==> src/rtl/rcg_pkg.sv <==
package rcg_pkg;
  typedef struct packed {
    logic rate;    // counter feeds a serial direction
    logic clk_en;  // clock output active
    logic fast;    // prescaler uses the fast divide
  } rcg_mode_t;

  function automatic rcg_mode_t rcg_decode(input logic tx_sel, input logic rx_sel,
                                           input logic out_en, input logic cnt_sel);
    rcg_mode_t m;
    m.rate   = tx_sel | rx_sel;
    m.clk_en = out_en & ~cnt_sel;
    m.fast   = m.rate | m.clk_en;
    return m;
  endfunction
endpackage

==> src/rtl/rcg_fall.sv <==
module rcg_fall (
  input  logic clk,
  input  logic rst_n,
  input  logic din,
  output logic fall
);
  logic prev_q;

  always_ff @(posedge clk or negedge rst_n) begin
    if (!rst_n) prev_q <= 1'b0;
    else        prev_q <= din;
  end

  assign fall = prev_q & ~din;
endmodule

==> src/rtl/rcg_prescale.sv <==
module rcg_prescale #(
  parameter int FAST_DIV = 2,
  parameter int SLOW_DIV = 12
) (
  input  logic clk,
  input  logic rst_n,
  input  logic run,
  input  logic fast,
  output logic tick
);
  localparam int PW = (SLOW_DIV > FAST_DIV) ? $clog2(SLOW_DIV) : $clog2(FAST_DIV);
  localparam logic [PW-1:0] FAST_LIM = PW'(FAST_DIV - 1);
  localparam logic [PW-1:0] SLOW_LIM = PW'(SLOW_DIV - 1);

  logic [PW-1:0] pcnt_q, pcnt_nx, lim;

  assign lim  = fast ? FAST_LIM : SLOW_LIM;
  assign tick = run && (pcnt_q >= lim);

  always_comb begin
    pcnt_nx = pcnt_q;
    if (!run)               pcnt_nx = '0;
    else if (pcnt_q >= lim) pcnt_nx = '0;
    else                    pcnt_nx = pcnt_q + 1'b1;
  end

  always_ff @(posedge clk or negedge rst_n) begin
    if (!rst_n) pcnt_q <= '0;
    else        pcnt_q <= pcnt_nx;
  end

  // ticks never come on consecutive clocks
  assert_tick_spacing_R2: assert property (@(posedge clk) disable iff (!rst_n)
    tick |=> !tick);
endmodule

==> src/rtl/rcg_count.sv <==
module rcg_count #(
  parameter int CNT_W = 16
) (
  input  logic             clk,
  input  logic             rst_n,
  input  logic             run,
  input  logic             adv,
  input  logic             ext_rld,
  input  logic             wr_count,
  input  logic             wr_reload,
  input  logic [CNT_W-1:0] wr_data,
  output logic [CNT_W-1:0] count,
  output logic             roll
);
  logic [CNT_W-1:0] cnt_q, cnt_nx, rld_q, rld_nx;
  logic             at_max, wr_cnt_ok, wr_rld_ok;

  assign at_max    = (cnt_q == {CNT_W{1'b1}});
  assign wr_cnt_ok = wr_count & ~run;
  assign wr_rld_ok = wr_reload & ~run;
  assign roll      = adv & at_max;
  assign count     = cnt_q;

  always_comb begin
    cnt_nx = cnt_q;
    rld_nx = rld_q;
    if (wr_cnt_ok)    cnt_nx = wr_data;
    else if (ext_rld) cnt_nx = rld_q;
    else if (adv)     cnt_nx = at_max ? rld_q : cnt_q + 1'b1;
    if (wr_rld_ok)    rld_nx = wr_data;
  end

  always_ff @(posedge clk or negedge rst_n) begin
    if (!rst_n) begin
      cnt_q <= '0;
      rld_q <= '0;
    end else begin
      cnt_q <= cnt_nx;
      rld_q <= rld_nx;
    end
  end

  // a counter write while running leaves the count alone
  assert_run_blocks_write_R9: assert property (@(posedge clk) disable iff (!rst_n)
    (run && wr_count && !adv && !ext_rld) |=> (cnt_q == $past(cnt_q)));
  // wrapping loads the preset value
  assert_wrap_reload_R3: assert property (@(posedge clk) disable iff (!rst_n)
    (adv && at_max && !ext_rld) |=> (cnt_q == $past(rld_q)));
endmodule

==> src/rtl/rcg_flags.sv <==
module rcg_flags (
  input  logic clk,
  input  logic rst_n,
  input  logic roll,
  input  logic rate,
  input  logic clk_en,
  input  logic tx_sel,
  input  logic rx_sel,
  input  logic ext_set,
  input  logic ovf_clr,
  input  logic ext_clr,
  output logic tx_tick,
  output logic rx_tick,
  output logic clk_out,
  output logic ovf_flag,
  output logic ext_flag
);
  logic tx_q, rx_q, clk_q, ovf_q, ext_q;
  logic tx_nx, rx_nx, clk_nx, ovf_nx, ext_nx;

  always_comb begin
    tx_nx  = roll & tx_sel;
    rx_nx  = roll & rx_sel;
    ovf_nx = ovf_q;
    if (ovf_clr) ovf_nx = 1'b0;
    if (roll && !rate && !clk_en) ovf_nx = 1'b1;
    ext_nx = ext_q;
    if (ext_clr) ext_nx = 1'b0;
    if (ext_set) ext_nx = 1'b1;
    if (!clk_en)   clk_nx = 1'b0;
    else if (roll) clk_nx = ~clk_q;
    else           clk_nx = clk_q;
  end

  always_ff @(posedge clk or negedge rst_n) begin
    if (!rst_n) begin
      tx_q <= 1'b0; rx_q <= 1'b0; clk_q <= 1'b0; ovf_q <= 1'b0; ext_q <= 1'b0;
    end else begin
      tx_q <= tx_nx; rx_q <= rx_nx; clk_q <= clk_nx; ovf_q <= ovf_nx; ext_q <= ext_nx;
    end
  end

  assign tx_tick  = tx_q;
  assign rx_tick  = rx_q;
  assign clk_out  = clk_q;
  assign ovf_flag = ovf_q;
  assign ext_flag = ext_q;

  // wraps in rate or clock-out use never raise the overflow flag
  assert_rate_no_ovf_R5: assert property (@(posedge clk) disable iff (!rst_n)
    (roll && (rate || clk_en) && !ovf_q) |=> !ovf_q);
  // clock output idles low when disabled
  assert_clkout_idle_R8: assert property (@(posedge clk) disable iff (!rst_n)
    !clk_en |=> !clk_q);
  // a tick lasts one cycle when wraps are spaced by the prescaler
  assert_tick_single_R4: assert property (@(posedge clk) disable iff (!rst_n)
    (tx_q && !roll) |=> !tx_q);
endmodule

==> src/rtl/rate_clkout_gen.sv <==
module rate_clkout_gen
  import rcg_pkg::*;
#(
  parameter int CNT_W    = 16,
  parameter int FAST_DIV = 2,
  parameter int SLOW_DIV = 12
) (
  input  logic             clk,
  input  logic             rst_n,
  input  logic             run,
  input  logic             tx_sel,
  input  logic             rx_sel,
  input  logic             cnt_sel,
  input  logic             out_en,
  input  logic             cnt_pin,
  input  logic             ext_in,
  input  logic             ext_en,
  input  logic             wr_count,
  input  logic             wr_reload,
  input  logic [CNT_W-1:0] wr_data,
  input  logic             ovf_clr,
  input  logic             ext_clr,
  output logic             tx_tick,
  output logic             rx_tick,
  output logic             clk_out,
  output logic             ovf_flag,
  output logic             ext_flag,
  output logic [CNT_W-1:0] count_val
);
  localparam int NEDGE = 2;

  logic      rs1_q, rs2_q, rst_i;
  rcg_mode_t mode;
  logic      ptick, adv, roll, ext_rld, ext_set;
  logic [NEDGE-1:0] edge_in, edge_fall;

  // reset asserts asynchronously, releases on the clock
  always_ff @(posedge clk or negedge rst_n) begin
    if (!rst_n) begin
      rs1_q <= 1'b0;
      rs2_q <= 1'b0;
    end else begin
      rs1_q <= 1'b1;
      rs2_q <= rs1_q;
    end
  end
  assign rst_i = rs2_q;

  assign mode = rcg_decode(tx_sel, rx_sel, out_en, cnt_sel);

  assign edge_in = {ext_in, cnt_pin};
  for (genvar g = 0; g < NEDGE; g++) begin : g_fall
    rcg_fall u_fall (.clk(clk), .rst_n(rst_i), .din(edge_in[g]), .fall(edge_fall[g]));
  end

  rcg_prescale #(.FAST_DIV(FAST_DIV), .SLOW_DIV(SLOW_DIV)) u_pre (
    .clk(clk), .rst_n(rst_i), .run(run), .fast(mode.fast), .tick(ptick));

  assign adv     = run & (cnt_sel ? edge_fall[0] : ptick);
  assign ext_set = ext_en & edge_fall[1];
  assign ext_rld = ext_set & ~mode.rate;

  rcg_count #(.CNT_W(CNT_W)) u_cnt (
    .clk(clk), .rst_n(rst_i), .run(run), .adv(adv), .ext_rld(ext_rld),
    .wr_count(wr_count), .wr_reload(wr_reload), .wr_data(wr_data),
    .count(count_val), .roll(roll));

  rcg_flags u_flg (
    .clk(clk), .rst_n(rst_i), .roll(roll), .rate(mode.rate), .clk_en(mode.clk_en),
    .tx_sel(tx_sel), .rx_sel(rx_sel), .ext_set(ext_set), .ovf_clr(ovf_clr),
    .ext_clr(ext_clr), .tx_tick(tx_tick), .rx_tick(rx_tick), .clk_out(clk_out),
    .ovf_flag(ovf_flag), .ext_flag(ext_flag));

  // an external edge in rate mode leaves the count alone
  assert_ext_no_reload_R6: assert property (@(posedge clk) disable iff (!rst_i)
    (ext_set && mode.rate && !adv && !(wr_count && !run)) |=> $stable(count_val));
  // a stopped counter holds
  assert_stopped_holds_R2: assert property (@(posedge clk) disable iff (!rst_i)
    (!run && !wr_count && !ext_rld) |=> $stable(count_val));
endmodule

==> config.mk <==
export PLATFORM = sky130hd
export DESIGN_NAME = rate_clkout_gen
export DESIGN_NICKNAME = d
export VERILOG_FILES = /design/src/rtl/rcg_pkg.sv /design/src/rtl/rcg_fall.sv /design/src/rtl/rcg_prescale.sv /design/src/rtl/rcg_count.sv /design/src/rtl/rcg_flags.sv /design/src/rtl/rate_clkout_gen.sv
export SDC_FILE = /design/constraint.sdc
export NUM_CORES = 1
export LEC_CHECK = 0
export ABC_AREA = 1
export CORE_ASPECT_RATIO = 1.25
export CORE_MARGIN = 1.5
export CORE_UTILIZATION = 50
export DETAILED_ROUTE_END_ITERATION = 8
export PLACE_DENSITY = 0.76
export SYNTH_ARGS = -nofsm -noshare
export SYNTH_HDL_FRONTEND = slang
export SYNTH_SLANG_ARGS = --single-unit
==> constraint.sdc <==
create_clock -name clk -period 2.1 [get_ports clk]
set_input_delay 0.63 -clock clk [delete_from_list [all_inputs] [get_ports clk]]
set_output_delay 0.63 -clock clk [all_outputs]
set_load 0.02 [all_outputs]
; Word level (Yosys, flattened, before mapping)
; Cells that the tools add are included.
[totals]
output_inout_bits = 21
ff_bits = 45
word_cells = 58
inputBits = 30
[op_classes]
bitwise = 19
n_eq_ne = 2
reduce_logical = 8
muxes = 14
n_lt_le_gt_ge = 1
n_addsub = 2
[ops]
columns = op, n
row1 = $mux 16, 4
row2 = $add 16x1->16 const B, 1
row3 = $eq 16x16->1 const B, 1
row4 = $mux 4, 3
row5 = $and 1x1->1, 11
row6 = $mux 1, 7
row7 = $not 1->1, 6
row8 = $add 4x1->4 const B, 1
row9 = $ge 4x4->1, 1
row10 = $reduce_bool 2->1, 2
row11 = $logic_and 1x1->1, 3
row12 = $reduce_bool 3->1, 1
row13 = $logic_not 1->1, 2
row14 = $ne 2x1->1 const B, 1
row15 = $or 1x1->1, 2

; Logic depth before layout (Yosys ltp)
[depth]
ltp_word = 12
mapped_depth = 14
depth_no_buf = 14

; By module
; Synthesis repeated with hierarchy kept, for this count alone.
[hier_totals]
cells_unflattened = 349
area_unflattened_um2 = 2611.3
[by_module_without_submodules]
columns = mod, area_each_um2, n_inst, seq_area_each_um2, cells_each
row1 = rcg_count, 2005.7, 1, 800.8, 279
row2 = rcg_prescale, 236.5, 1, 100.1, 27
row3 = rcg_flags, 190.2, 1, 125.1, 21
row4 = rate_clkout_gen, 108.9, 1, 50.0, 16
row5 = rcg_fall, 35.0, 2, 25.0, 3

; Worst setup path before layout
; No wires, ideal clock.
[synth_path]
path_kind = input to register
start = in tx_sel
end = reg u_flg.clk_q, in the netlist u_flg.clk_out
t_required_ns = 1.981
t_arrival_ns = 1.875
path_buffers = 1
setup_time_ns = 0.119
setup_slack_ns = 0.106
stages = 10
path_cell_list = nor2_1 > nand2_1 > ha_1 > a21oi_1 > nand3_1 > nand2_1 > buf_2 > inv_1 > a21oi_1 > nor2_1
[synth_via]
elab_chain_cells = 9
[synth_lines]
columns = element, line
row1 = from (decl), rate_clkout_gen.sv:11  ; input logic tx_sel,
row2 = $or 1x1->1, rcg_pkg.sv:11  ; m.rate = tx_sel | rx_sel;
row3 = $or 1x1->1, rcg_pkg.sv:13  ; m.fast = m.rate | m.clk_en;
row4 = $mux 4, rcg_prescale.sv:17  ; assign lim = fast ? FAST_LIM : SLOW_LIM;
row5 = $ge 4x4->1, rcg_prescale.sv:18  ; assign tick = run && (pcnt_q >= lim);
row6 = $logic_and 1x1->1, rcg_prescale.sv:18
row7 = $mux 1, rate_clkout_gen.sv:59  ; assign adv = run & (cnt_sel ? edge_fall[0] : ptick);
row8 = $and 1x1->1, rate_clkout_gen.sv:59
row9 = $and 1x1->1, rcg_count.sv:21  ; assign roll = adv & at_max;
row10 = $ne 2x1->1 (no source line), n/a
row11 = to (signal assigned), rcg_flags.sv:39  ; tx_q <= tx_nx; rx_q <= rx_nx; clk_q <= clk_nx; ovf_q <= ovf_nx; ext_q <= ext_nx;
row12 = to (decl), rcg_flags.sv:18  ; logic tx_q, rx_q, clk_q, ovf_q, ext_q;
; No other way between the ends.
; A chain may end at the register's enable or synchronous reset.

; Final worst setup path
[layout_path]
start = reg u_cnt.cnt_q[11], in the netlist u_cnt.count[11]
end = out count_val[11]
[layout_lines]
columns = element, line
row1 = from (decl), rcg_count.sv:15  ; logic [CNT_W-1:0] cnt_q, cnt_nx, rld_q, rld_nx;
row2 = from (signal assigned), rcg_count.sv:38  ; cnt_q <= cnt_nx;
row3 = to (decl), rate_clkout_gen.sv:28  ; output logic [CNT_W-1:0] count_val
; No word-level cell between the ends.

==> results.txt <==
- The flow ran to the end, and the final reports show no timing, DRC or antenna violations.
* Worst slack at placement: -602 ps
- Post-synthesis cell type with the largest combined area: dfrtp_1
- Setup slack on the worst reg-to-reg path comes out at around 240 ps.
- Number of global-route vias before repair: 2470
* Yosys cell types: 29
* Area grow syn2layout: 32.8%
- Worst endpoint required time: 1470 ps
- In this run the core area contains 29 standard-cell rows.
- Cell Area, Synth: 2640 um2
* Maximum clock insertion buffer count: 2
- The initial antenna violation count was 0.
- In the synthesized netlist the async set-or-reset flop fraction comes to 100%.
- The worst setup path is of the reg -> out kind.
* Dominant register cell in the synthesized netlist: dfrtp_1
- CTS tree: yes
- Hold repair after CTS inserted 0 buffers.
- The worst setup path is captured at an output port.
- Between clock sinks in the finished design, the worst skew comes to 8.28 ps.
- Maximum number of pins on one net before global-route repair: 44
- The cell count after synthesis came out at ~370.
- Area fraction of the dominant cell type after synthesis: 42.7%
* Mean number of vias per cell: 5.01
* Unrepaired setup endpoints after global routing: no
- The first TritonRoute pass finished after 4 iterations.
- The first global-routing pass estimated 10.9 mm of wire.
* Number of port buffers: 50
- IR analysis of the VDD net gives a maximum drop of 0.490 mV.
* Utilization after layout: 69.0%
- The worst hold path belongs to the class reg -> async.
- The core region is 5080 um2.
* Placed Area: 3270 um2
- Number of nets in the synthesized netlist: roughly 400
* Count of synthesis-stage warnings from yosys: 0
* Die width: 68.0 um
- Cells on worst reg2reg path: 9
* Net count reported at finish: 471
* Achievable frequency: 490 MHz
- RR Startpoint: u_cnt.count[1]
- DR WL/cell: 12.4 um
- The die covers 5720 um2.
- TritonCTS Buffers: 5
- Worst path depth: 1
* CP bufs+invs: 1
- Total clock sinks: 45
* Launch point of the critical path: u_cnt.count[11]
- The floorplan step set the die height to roughly 84 um.
- Remaining antenna violation count after routing: 0
- For the pin with the worst max-slew slack, the measured transition is 544 ps.
- Summed over all layers, the global routing overflow is 0.
- Initial cell density of the core: between 50% and 60%
- Wirelength, routed: about 6.2 mm
* Largest stage delay, worst path: 650 ps
- Number of endpoints failing setup at the final stage: 0
* Cell types with the highest counts after synthesis: nand2_1 (128), inv_1 (56), dfrtp_1 (45)
* Count leader, synth: nand2_1
* Final instance area: 3500 um2
* Fin. Hold Viols: 0
- Iter 0 DRT Violations: 115
- The repair_antennas step left the layout with diodes totalling 0.
* Share of layout cells above drive strength 1: 13.7%
- Final hold analysis gives a worst-case slack of around 330 ps.
* Total number of H-tree levels: 2
- CTS placed an instance of clkbuf_8 at the clock tree root.
- Tmin final: 2040 ps
- Critical path fanouts, max: 6
- Maximum Capacitance Violations: 0
- The worst register-to-register path ends at u_cnt.count[9].
- For this block, the via count after detailed routing is between 2k and 3k.
* Worst setup endpoint: count_val[11]
* Dominant delay contributor by cell family on the critical path: buffers and inverters
* Max-slew headroom at the worst pin: 63.7%
* Share of the cycle needed by the critical path after routing: 97.3%
- Walking the worst path, the cells encountered are clkdlybuf4s50_1.
- Crit start category: flip-flop
- By area the synthesized netlist is led by dfrtp_1 (43%), nand2_1 (18%), inv_1 (8.0%).
* Io pins: 51
* PnR worst setup slack: 57.5 ps
- The wire-length estimate of the detail-placed layout is around 4.6 mm.
- Yosys mapped a number of flops with a built-in enable equal to 0.
* Standard cell with the maximum stage delay on the critical path: clkdlybuf4s50_1
- Number of design rule violations left after detail routing: 0
- The congestion estimate from routability-driven global placement came to approximately 0.91.
- Clock-pin slew was measured on the worst setup and hold paths at 90 ps.
* Clock latency on the worst-skew pair: 300 ps
- Static Leakage: 1.87 nW
- The count of cells in the finished layout, fillers not included, comes to 500.
- Cell total after placement: 487
- After synthesis, the mean cell area works out to a little over 7 um2.
- Summing the sequential cell areas from Yosys gives 42.7% of the chip area.
- Seq cells post-synth: 45
- Final count of pins violating max slew: 0
- Dividing total power by cell area gives a power density of ~850 nW/um2.
- GRT Total Usage: around 25%
- At the worst endpoint, the arrival time is between 1000 and 1500 ps.
==> placed cells by master, fill, tap and decap left out, types with 2 or more instances in the layout <==
cell / count
clkbuf_8: 5
clkinv_4: 2
nand3_2: 7
clkbuf_2: 2
ha_1: 3
a21oi_1: 12
xor2_1: 6
o21ai_0: 8
buf_4: 19
nand4_1: 13
xnor2_1: 3
dlymetal6s2s_1: 6
nand3_1: 29
nor2_1: 28
buf_6: 3
nand2_2: 4
inv_1: 54
nand2_1: 126
inv_2: 2
mux2_2: 2
clkdlybuf4s50_1: 41
dfrtp_1: 44
nand2_4: 2
nor2_2: 2
==> stage by stage <==
step | power [mW] | setup TNS [ps]
2_1_floorplan | 1.87 | 0
3_3_place_gp | 2.32 | -9410
3_5_place_dp | 2.35 | -10890
4_1_cts | 2.97 | -2.15
5_1_grt | 3.19 | 0
6_report | 2.97 | 0
==> per-layer routing <==
metal,wire length (um),vias to the layer above,GRT usage (%)
met5,0,-,0
met4,51,0,6.36
met3,279,5,4.69
met2,3180,62,40.8
met1,2710,1159,32.7
li1,-,1280,-
==> flip-flops by register name (all words and copies together), names as in the netlist <==
register,flops
g_fall.u_fall.prev_q,2
rs1_q,1
rs2_q,1
u_cnt.count,16
u_cnt.rld_q,16
u_flg.clk_out,1
u_flg.ext_flag,1
u_flg.ovf_flag,1
u_flg.rx_tick,1
u_flg.tx_tick,1
u_pre.pcnt_q,4
==> worst reg2reg max path: stages (launching register included) <==
cell	delay [ps]
dfrtp_1	440
ha_1	270
nand2_2	110
nor2_4	200
nand4_4	200
nand2_4	240
inv_2	120
nand2_1	100
nand3_2	60
nand2_1	60
==> how the worst min path moves through the flow <==
| stage | to | slack, ps |
|---|---|---|
| 2_1_floorplan | rs1_q | 330 |
| 3_3_place_gp | u_cnt.rld_q[10] | 340 |
| 3_5_place_dp | rs2_q | 340 |
| 4_1_cts | g_fall[0].u_fall.prev_q | 360 |
| 5_1_grt | rs2_q | 370 |
| 6_report | g_fall[0].u_fall.prev_q | 330 |
==> logic make-up (layout without fill, tap and decap cells) <==
kind of cell             Yosys count  count (layout)  synth area share, %
AND/OR/NAND/NOR                  216             216                 35.9
flip-flops                        45              45                 42.7
other                              1               1                0.142
XOR/XNOR                           9               9                 2.99
multiplexers                       2               2                0.854
buffers and inverters             68             138                 11.1
adder cells (fa/ha/maj)            4               4                 1.90
AO/OA/AOI/OAI                     23              23                 4.41
==> repair_timing <==
| action | 4_1_cts | 5_1_grt |
|---|---|---|
| pin swaps | 6 | 10 |
| gates resized for setup | 18 | 19 |
| gates cloned | 1 | 0 |
| endpoints found under the setup margin | 20 | 29 |
| setup buffers | 4 | 0 |
==> area by class of cell <==
| type | count | area [um2] |
|---|---|---|
| fillers | 422 | 1580 |
| clock inverters | 3 | 26.3 |
| clock buffers | 5 | 68.8 |
| flip-flops and latches | 45 | 1130 |
| multi-input cells | 255 | 1300 |
| inverters | 58 | 220 |
| well taps | 62 | 77.6 |
| repair buffers | 72 | 681 |
==> report_power, final <==
part / leakage (nW) / total (mW) / internal [mW] / switching, mW
Clock: 0.0487 / 0.563 / 0.243 / 0.320
Combinational: 1.27 / 1.17 / 0.550 / 0.622
Sequential: 0.550 / 1.23 / 1.03 / 0.209
Note: power is estimated with default switching activity, not from simulation.
